===== src/rtl/uart_core_pkg.sv =====
package uart_core_pkg;
    typedef enum logic [1:0] {TX_IDLE, TX_START, TX_DATA, TX_STOP} tx_state_e;
    typedef enum logic [1:0] {RX_IDLE, RX_START, RX_DATA, RX_STOP} rx_state_e;
    localparam int CTRL_W      = 3;
    localparam int CTRL_GLOBAL = 0;
    localparam int CTRL_TX     = 1;
    localparam int CTRL_RX     = 2;
    localparam int OVS         = 16;
    localparam int DATA_W      = 8;
endpackage


===== src/rtl/uart_baud.sv =====
module uart_baud #(
    parameter int DIV_W = 16
) (
    input  logic             clk,
    input  logic             rst_n,
    input  logic [DIV_W-1:0] div,
    output logic             tick
);
    logic [DIV_W-1:0] cnt;

    // divisor 0 behaves like 1
    assign tick = ({1'b0, cnt} + 1'b1) >= {1'b0, div};

    always_ff @(posedge clk or negedge rst_n) begin
        if (!rst_n)    cnt <= '0;
        else if (tick) cnt <= '0;
        else           cnt <= cnt + 1'b1;
    end
endmodule


===== src/rtl/uart_fifo.sv =====
module uart_fifo #(
    parameter int W     = 8,
    parameter int DEPTH = 16
) (
    input  logic         clk,
    input  logic         rst_n,
    input  logic         wr,
    input  logic [W-1:0] wdata,
    input  logic         rd,
    output logic [W-1:0] rdata,
    output logic         full,
    output logic         empty
);
    localparam int AW = $clog2(DEPTH);

    logic [W-1:0]  mem [DEPTH];
    logic [AW-1:0] wr_ptr, rd_ptr;
    logic [AW:0]   cnt;
    logic          do_wr, do_rd;

    assign full  = cnt == (AW+1)'(DEPTH);
    assign empty = cnt == '0;
    assign do_wr = wr && !full;
    assign do_rd = rd && !empty;
    assign rdata = mem[rd_ptr];

    always_ff @(posedge clk) begin
        if (do_wr) mem[wr_ptr] <= wdata;
    end

    always_ff @(posedge clk or negedge rst_n) begin
        if (!rst_n) begin
            wr_ptr <= '0;
            rd_ptr <= '0;
            cnt    <= '0;
        end else begin
            if (do_wr) wr_ptr <= (wr_ptr == AW'(DEPTH-1)) ? '0 : wr_ptr + 1'b1;
            if (do_rd) rd_ptr <= (rd_ptr == AW'(DEPTH-1)) ? '0 : rd_ptr + 1'b1;
            unique case ({do_wr, do_rd})
                2'b10:   cnt <= cnt + 1'b1;
                2'b01:   cnt <= cnt - 1'b1;
                default: cnt <= cnt;
            endcase
        end
    end

    // a write into a full queue is dropped, so it stays full
    a_r9_no_overflow: assert property (@(posedge clk) disable iff (!rst_n)
        (full && wr && !rd) |=> full);
    // a read from an empty queue leaves it empty
    a_r9_no_underflow: assert property (@(posedge clk) disable iff (!rst_n)
        (empty && rd && !wr) |=> empty);
endmodule


===== src/rtl/uart_tx.sv =====
module uart_tx
    import uart_core_pkg::*;
(
    input  logic              clk,
    input  logic              rst_n,
    input  logic              tick,
    input  logic              en,
    input  logic              q_empty,
    input  logic [DATA_W-1:0] q_data,
    output logic              q_pop,
    output logic              txd,
    output logic              busy
);
    localparam int SUB_W = $clog2(OVS);
    localparam int BIT_W = $clog2(DATA_W);

    tx_state_e         state, state_d;
    logic [SUB_W-1:0]  sub, sub_d;
    logic [BIT_W-1:0]  bitn, bitn_d;
    logic [DATA_W-1:0] shreg, shreg_d;
    logic              bit_end;

    assign bit_end = tick && (sub == SUB_W'(OVS-1));

    always_comb begin
        state_d = state;
        sub_d   = sub;
        bitn_d  = bitn;
        shreg_d = shreg;
        unique case (state)
            TX_IDLE: if (en && !q_empty) begin
                state_d = TX_START;
                sub_d   = '0;
                shreg_d = q_data;
            end
            TX_START: if (bit_end) begin
                state_d = TX_DATA;
                sub_d   = '0;
                bitn_d  = '0;
            end else if (tick) sub_d = sub + 1'b1;
            TX_DATA: if (bit_end) begin
                shreg_d = shreg >> 1;
                bitn_d  = bitn + 1'b1;
                sub_d   = '0;
                if (bitn == BIT_W'(DATA_W-1)) state_d = TX_STOP;
            end else if (tick) sub_d = sub + 1'b1;
            TX_STOP: if (bit_end) state_d = TX_IDLE;
                     else if (tick) sub_d = sub + 1'b1;
        endcase
    end

    always_ff @(posedge clk or negedge rst_n) begin
        if (!rst_n) begin
            state <= TX_IDLE;
            sub   <= '0;
            bitn  <= '0;
            shreg <= '0;
        end else begin
            state <= state_d;
            sub   <= sub_d;
            bitn  <= bitn_d;
            shreg <= shreg_d;
        end
    end

    always_comb begin
        q_pop = (state == TX_IDLE) && en && !q_empty;
        busy  = state != TX_IDLE;
        unique case (state)
            TX_START: txd = 1'b0;
            TX_DATA:  txd = shreg[0];
            default:  txd = 1'b1;
        endcase
    end

    // no frame starts while the direction is disabled
    a_r7_start_needs_enable: assert property (@(posedge clk) disable iff (!rst_n)
        (state == TX_IDLE && !en) |=> !busy);
    // the line is driven low only during a frame
    a_r10_low_only_busy: assert property (@(posedge clk) disable iff (!rst_n)
        !txd |-> busy);
    // a frame ends only from its stop bit
    a_r2_ends_after_stop: assert property (@(posedge clk) disable iff (!rst_n)
        $fell(busy) |-> $past(state == TX_STOP));
endmodule


===== src/rtl/uart_rx.sv =====
module uart_rx
    import uart_core_pkg::*;
(
    input  logic              clk,
    input  logic              rst_n,
    input  logic              tick,
    input  logic              en,
    input  logic              rxd,
    output logic              push,
    output logic [DATA_W-1:0] pdata,
    output logic              pferr
);
    localparam int SUB_W = $clog2(OVS);
    localparam int BIT_W = $clog2(DATA_W);

    rx_state_e         state, state_d;
    logic [SUB_W-1:0]  sub, sub_d;
    logic [BIT_W-1:0]  bitn, bitn_d;
    logic [DATA_W-1:0] shreg, shreg_d;
    logic              sync1, rxs, rxs_d;
    logic              bit_end, mid_start;

    assign bit_end   = tick && (sub == SUB_W'(OVS-1));
    assign mid_start = tick && (sub == SUB_W'(OVS/2-1));

    always_comb begin
        state_d = state;
        sub_d   = sub;
        bitn_d  = bitn;
        shreg_d = shreg;
        unique case (state)
            RX_IDLE: if (en && !rxs && rxs_d) begin
                state_d = RX_START;
                sub_d   = '0;
            end
            RX_START: if (mid_start) begin
                state_d = rxs ? RX_IDLE : RX_DATA;
                sub_d   = '0;
                bitn_d  = '0;
            end else if (tick) sub_d = sub + 1'b1;
            RX_DATA: if (bit_end) begin
                shreg_d = {rxs, shreg[DATA_W-1:1]};
                bitn_d  = bitn + 1'b1;
                sub_d   = '0;
                if (bitn == BIT_W'(DATA_W-1)) state_d = RX_STOP;
            end else if (tick) sub_d = sub + 1'b1;
            RX_STOP: if (bit_end) state_d = RX_IDLE;
                     else if (tick) sub_d = sub + 1'b1;
        endcase
    end

    always_ff @(posedge clk or negedge rst_n) begin
        if (!rst_n) begin
            state <= RX_IDLE;
            sub   <= '0;
            bitn  <= '0;
            shreg <= '0;
            sync1 <= 1'b1;
            rxs   <= 1'b1;
            rxs_d <= 1'b1;
        end else begin
            state <= state_d;
            sub   <= sub_d;
            bitn  <= bitn_d;
            shreg <= shreg_d;
            sync1 <= rxd;
            rxs   <= sync1;
            rxs_d <= rxs;
        end
    end

    always_comb begin
        push  = (state == RX_STOP) && bit_end;
        pdata = shreg;
        pferr = !rxs;
    end

    // a disabled receiver does not leave idle
    a_r8_no_start_disabled: assert property (@(posedge clk) disable iff (!rst_n)
        (state == RX_IDLE && !en) |=> state == RX_IDLE);
    // a frame begins only on a falling edge of the synchronized line
    a_r5_start_on_edge: assert property (@(posedge clk) disable iff (!rst_n)
        (state == RX_IDLE && state_d == RX_START) |-> (!rxs && rxs_d));
endmodule


===== src/rtl/uart_core.sv =====
module uart_core
    import uart_core_pkg::*;
#(
    parameter int DIV_W      = 16,
    parameter int DIV_RESET  = 1,
    parameter int FIFO_DEPTH = 16
) (
    input  logic              clk,
    input  logic              rst_n,
    input  logic              ctrl_we,
    input  logic [CTRL_W-1:0] ctrl_wdata,
    input  logic              div_we,
    input  logic [DIV_W-1:0]  div_wdata,
    output logic [CTRL_W-1:0] ctrl_q,
    output logic [DIV_W-1:0]  div_q,
    input  logic              tx_wr,
    input  logic [DATA_W-1:0] tx_wdata,
    output logic              tx_full,
    output logic              tx_empty,
    output logic              tx_busy,
    output logic              txd,
    input  logic              rxd,
    input  logic              rx_rd,
    output logic [DATA_W-1:0] rx_rdata,
    output logic              rx_ferr,
    output logic              rx_full,
    output logic              rx_empty
);
    logic              tick, en_tx, en_rx, tx_pop, rx_push, rx_pferr;
    logic [DATA_W-1:0] tx_head, rx_pdata;

    always_ff @(posedge clk or negedge rst_n) begin
        if (!rst_n) begin
            ctrl_q <= '1;
            div_q  <= DIV_W'(DIV_RESET);
        end else begin
            if (ctrl_we) ctrl_q <= ctrl_wdata;
            if (div_we && !ctrl_q[CTRL_GLOBAL]) div_q <= div_wdata;
        end
    end

    assign en_tx = ctrl_q[CTRL_GLOBAL] && ctrl_q[CTRL_TX];
    assign en_rx = ctrl_q[CTRL_GLOBAL] && ctrl_q[CTRL_RX];

    uart_baud #(.DIV_W(DIV_W)) u_baud (
        .clk(clk), .rst_n(rst_n), .div(div_q), .tick(tick));

    uart_fifo #(.W(DATA_W), .DEPTH(FIFO_DEPTH)) u_txq (
        .clk(clk), .rst_n(rst_n), .wr(tx_wr), .wdata(tx_wdata),
        .rd(tx_pop), .rdata(tx_head), .full(tx_full), .empty(tx_empty));

    uart_tx u_tx (
        .clk(clk), .rst_n(rst_n), .tick(tick), .en(en_tx),
        .q_empty(tx_empty), .q_data(tx_head), .q_pop(tx_pop),
        .txd(txd), .busy(tx_busy));

    uart_rx u_rx (
        .clk(clk), .rst_n(rst_n), .tick(tick), .en(en_rx), .rxd(rxd),
        .push(rx_push), .pdata(rx_pdata), .pferr(rx_pferr));

    uart_fifo #(.W(DATA_W+1), .DEPTH(FIFO_DEPTH)) u_rxq (
        .clk(clk), .rst_n(rst_n), .wr(rx_push), .wdata({rx_pferr, rx_pdata}),
        .rd(rx_rd), .rdata({rx_ferr, rx_rdata}), .full(rx_full), .empty(rx_empty));

    // the divisor is frozen while the global enable is set
    a_r6_div_locked: assert property (@(posedge clk) disable iff (!rst_n)
        (ctrl_q[CTRL_GLOBAL] && $past(ctrl_q[CTRL_GLOBAL])) |-> $stable(div_q));
endmodule


===== config.mk =====
export PLATFORM = sky130hd
export DESIGN_NAME = uart_core
export DESIGN_NICKNAME = d
export VERILOG_FILES = /design/src/rtl/uart_core_pkg.sv /design/src/rtl/uart_baud.sv /design/src/rtl/uart_fifo.sv /design/src/rtl/uart_tx.sv /design/src/rtl/uart_rx.sv /design/src/rtl/uart_core.sv
export SDC_FILE = /design/constraint.sdc
export NUM_CORES = 1
export LEC_CHECK = 0
export CAP_MARGIN = 15
export CORE_MARGIN = 2
export CORE_UTILIZATION = 65
export CTS_CLUSTER_DIAMETER = 40
export CTS_CLUSTER_SIZE = 24
export DETAILED_ROUTE_END_ITERATION = 8
export PLACE_DENSITY = 0.87
export SYNTH_ARGS = -nofsm -noshare
export SYNTH_HDL_FRONTEND = slang
export SYNTH_HIERARCHICAL = 1
export SYNTH_SLANG_ARGS = --single-unit

===== constraint.sdc =====
create_clock -name clk -period 8.2 [get_ports clk]
set_input_delay 1.64 -clock clk [delete_from_list [all_inputs] [get_ports clk]]
set_output_delay 1.64 -clock clk [all_outputs]
set_load 0.03 [all_outputs]

==> results.sh <==
export IMPL_outcome="finished clean"
export IMPL_dp_cells=1362
export IMPL_diodes=0
export IMPL_drv_cap=0
export IMPL_ys_ff_latch=370
export IMPL_yosys_area_top_type="edfxtp_1"
export IMPL_drt_wl_total_mm=31.8
export IMPL_syn_num_nets=1092
export IMPL_fin_worst_skew_ns=0.0240
export IMPL_hold_violations=0
export IMPL_synth_cell_types=70
export IMPL_reg2reg_slack_ns=2.82
export IMPL_nets=1169
export IMPL_rsz0062_at_grt="no"
export IMPL_vias_per_cell=6.21
export IMPL_gp_congestion=0.822
export IMPL_crit_path_frequent_cell="nand4_1"
export IMPL_synthCells=1010
export IMPL_grt_use_met3=0.0398
export IMPL_grt_pass1_wl_mm=50.7
export IMPL_yosysTopAreaCellShare=0.505
export IMPL_critPathCaptureType="flop"
export IMPL_port_buffers=67
export IMPL_worst_pin_slew_ns=1.07
export IMPL_setup_viol=0
export IMPL_period_share=0.656
export IMPL_met1_usage=0.334
export IMPL_start_kind="flop"
export IMPL_final_common_cell="edfxtp_1"
export IMPL_drc=0
export IMPL_synth_edf_count=272
export IMPL_die_w_um=162
export IMPL_top_usage_layer="met2"
export IMPL_gr_total_overflow=0
export IMPL_ir_worst_vdd_uv=240
export IMPL_dr_first_iter_drc_count=772
export IMPL_syn_area_sq_um=16200
export IMPL_cts_tree="yes"
export IMPL_clk_pin_slew_ns=0.07
export IMPL_fin_cells=1437
export IMPL_cts_setup_buffers=0
export IMPL_hp_start="u_rx/sync1$_DFF_PN1_"
export IMPL_clockBufferDepth=3
export IMPL_io_pin_count=68
export IMPL_syn_area_per_cell_sq_um=16.0
export IMPL_path_class="flop to flop"
export IMPL_dp_final_hpwl_mm=19.5
export IMPL_met2_usage=0.434
export IMPL_reg2reg_to="u_rxq/cnt[4]$_DFFE_PN0P_"
export IMPL_drv_slew=0
export IMPL_yosys_top_cells_area="edfxtp_1, dfrtp_1, mux4_2"
export IMPL_cp_cell_sequence="ha_1, nand4_1, nor2_1, nand4_1, xnor2_1, ha_1, nand4_1, nor4_1, a211oi_2, o211ai_2, buf_4, nand4_1, nor2_1, a21boi_0, clkbuf_4, inv_1, ha_1, fa_1, a21o_1, a21oi_1, mux2i_1, xnor2_1"
export IMPL_max_stage_delay_ns=0.43
export IMPL_holdBufCountCts=0
export IMPL_ant_nets=0
export IMPL_htreeDepth=2
export IMPL_critPathBufInv=3
export IMPL_cp_endpoint="u_rxq/cnt[4]$_DFFE_PN0P_"
export IMPL_async_reset_ff_frac=0.265
export IMPL_grt_usage=0.252
export IMPL_fmax_mhz=186
export IMPL_routed_via_count=8927
export IMPL_cts_sinks=370
export IMPL_fillerInstances=1448
export IMPL_final_cell_mix="edfxtp_1, dfrtp_1, clkdlybuf4s50_1"
export IMPL_die_h_um=162
export IMPL_synth_top_flop_cell="edfxtp_1"
export IMPL_crit_required_ns=8.65
export IMPL_die_area_sq_um=26200
export IMPL_clkLatencyLatePin_ns=0.52
export IMPL_critPathSlowestCell="fa_1"
export IMPL_tns_ns=0
export IMPL_core_sq_um=24400
export IMPL_syn_to_final_growth_pct=13.2
export IMPL_power_mw=5.73
export IMPL_regToRegStartpoint="u_baud/cnt[0]$_DFF_PN0_"
export IMPL_cp_top_family="simple AND/OR/NAND/NOR gates"
export IMPL_worstSetupPathDepth=22
export IMPL_place_ws_ns=2.34
export IMPL_yosysSeqAreaShare=0.657
export IMPL_start_util=0.663
export IMPL_crit_start="u_baud/cnt[0]$_DFF_PN0_"
export IMPL_p_leak_nw=6.51
export IMPL_worstPathArrival_ns=5.83
export IMPL_grt_start_max_net_pins=73
export IMPL_finalCriticalPeriod_ns=5.38
export IMPL_rows=57
export IMPL_p_per_area_nw_per_um2=313
export IMPL_max_slew_margin_rel=0.281
export IMPL_grt_pass1_vias=9189
export IMPL_yosys_warnings=6
export IMPL_routedWlPerCell_um=22.1
export IMPL_antenna_found_initial=0
export IMPL_worst_slack_ns=2.82
export IMPL_min_path_type="flop to flop"
export IMPL_root_buffer="clkbuf_16"
export IMPL_layout_drive_gt1_share=0.193
export IMPL_r2r_cells=22
export IMPL_drtPass1Iterations=5
export IMPL_cts_buffers=38
export IMPL_ctsResizeCount=0
export IMPL_cp_max_fo=28
[metal layers]
layer | wire length, um | up-vias
met1 | 12600 | 4453
met3 | 1940 | 74
li1 | - | 4055
met4 | 827 | 0
met5 | 0 | -
met2 | 16500 | 345
[synthesized netlist by cell type, drive strengths merged (13+ instances only)]
master	instances
a21oi	19
a221oi	20
a22oi	18
buf	34
dfrtp	91
edfxtp	272
ha	46
inv	35
mux2	49
mux2i	65
mux4	42
nand2	40
nand3	15
nor2	48
nor2b	13
nor3	16
o21ai	40
xnor2	20
[final cells by class]
type	instances	area [sq um]	area share
sequential	370	10600	0.580
multi-input combinational	559	5120	0.280
clock buffer	40	980	0.0535
timing repair buffer	82	768	0.0419
tap	324	405	0.0221
clock inverter	26	278	0.0152
inverter	36	135	0.00737
[through the flow]
stage / area [sq um] / util / hold WS (ns)
after floorplan: 16200 / - / 0.345
final: 18300 / 0.751 / 0.357
after CTS: 18300 / 0.749 / 0.357
after detailed placement: 17000 / 0.697 / 0.347
after global placement: 17000 / 0.697 / 0.346
after global routing: 18300 / 0.751 / 0.364
[cells by family after synthesis]
group	Yosys count	share of synthesized area
DFF	370	0.657
xor gates and xnor gates	28	0.0152
buffers and inverters	81	0.0267
muxes	156	0.139
and+or+nand+nor	182	0.0601
adders and majority gates	48	0.0380
AOI/OAI and AO/OA	145	0.0639
[worst min path at each step]
stage,endpoint,slack (ns),cells after the start
6_report,u_rx/rxs$_DFF_PN1_,0.36,0
5_1_grt,u_rx/rxs$_DFF_PN1_,0.36,0
4_1_cts,u_rx/rxs$_DFF_PN1_,0.36,0
3_5_place_dp,u_rx/rxs$_DFF_PN1_,0.35,0
3_3_place_gp,u_rx/rxs$_DFF_PN1_,0.35,0
2_1_floorplan,u_rx/rxs$_DFF_PN1_,0.35,0
[registers in the layout (all words and copies together), names as in the netlist, 4 cells and up, named ones only]
name          cells
u_txq/wr_ptr      4
u_rxq/wr_ptr      4
u_txq/mem       128
div_q            16
u_baud/cnt       16
u_rxq/rd_ptr      4
u_txq/cnt         5
u_tx/sub          4
u_rx/sub          4
u_rxq/cnt         5
u_rxq/mem       144
u_txq/rd_ptr      4
u_tx/shreg        8
u_rx/pdata        8
[where the power goes]
| part | switching [mW] | internal (mW) | total, mW |
|---|---|---|---|
| combinational | 0.822 | 0.754 | 1.58 |
| clock | 0.758 | 0.942 | 1.70 |
| sequential | 0.273 | 2.18 | 2.46 |
| total | 1.85 | 3.88 | 5.73 |
No activity file was read; power rests on OpenSTA's default activity.
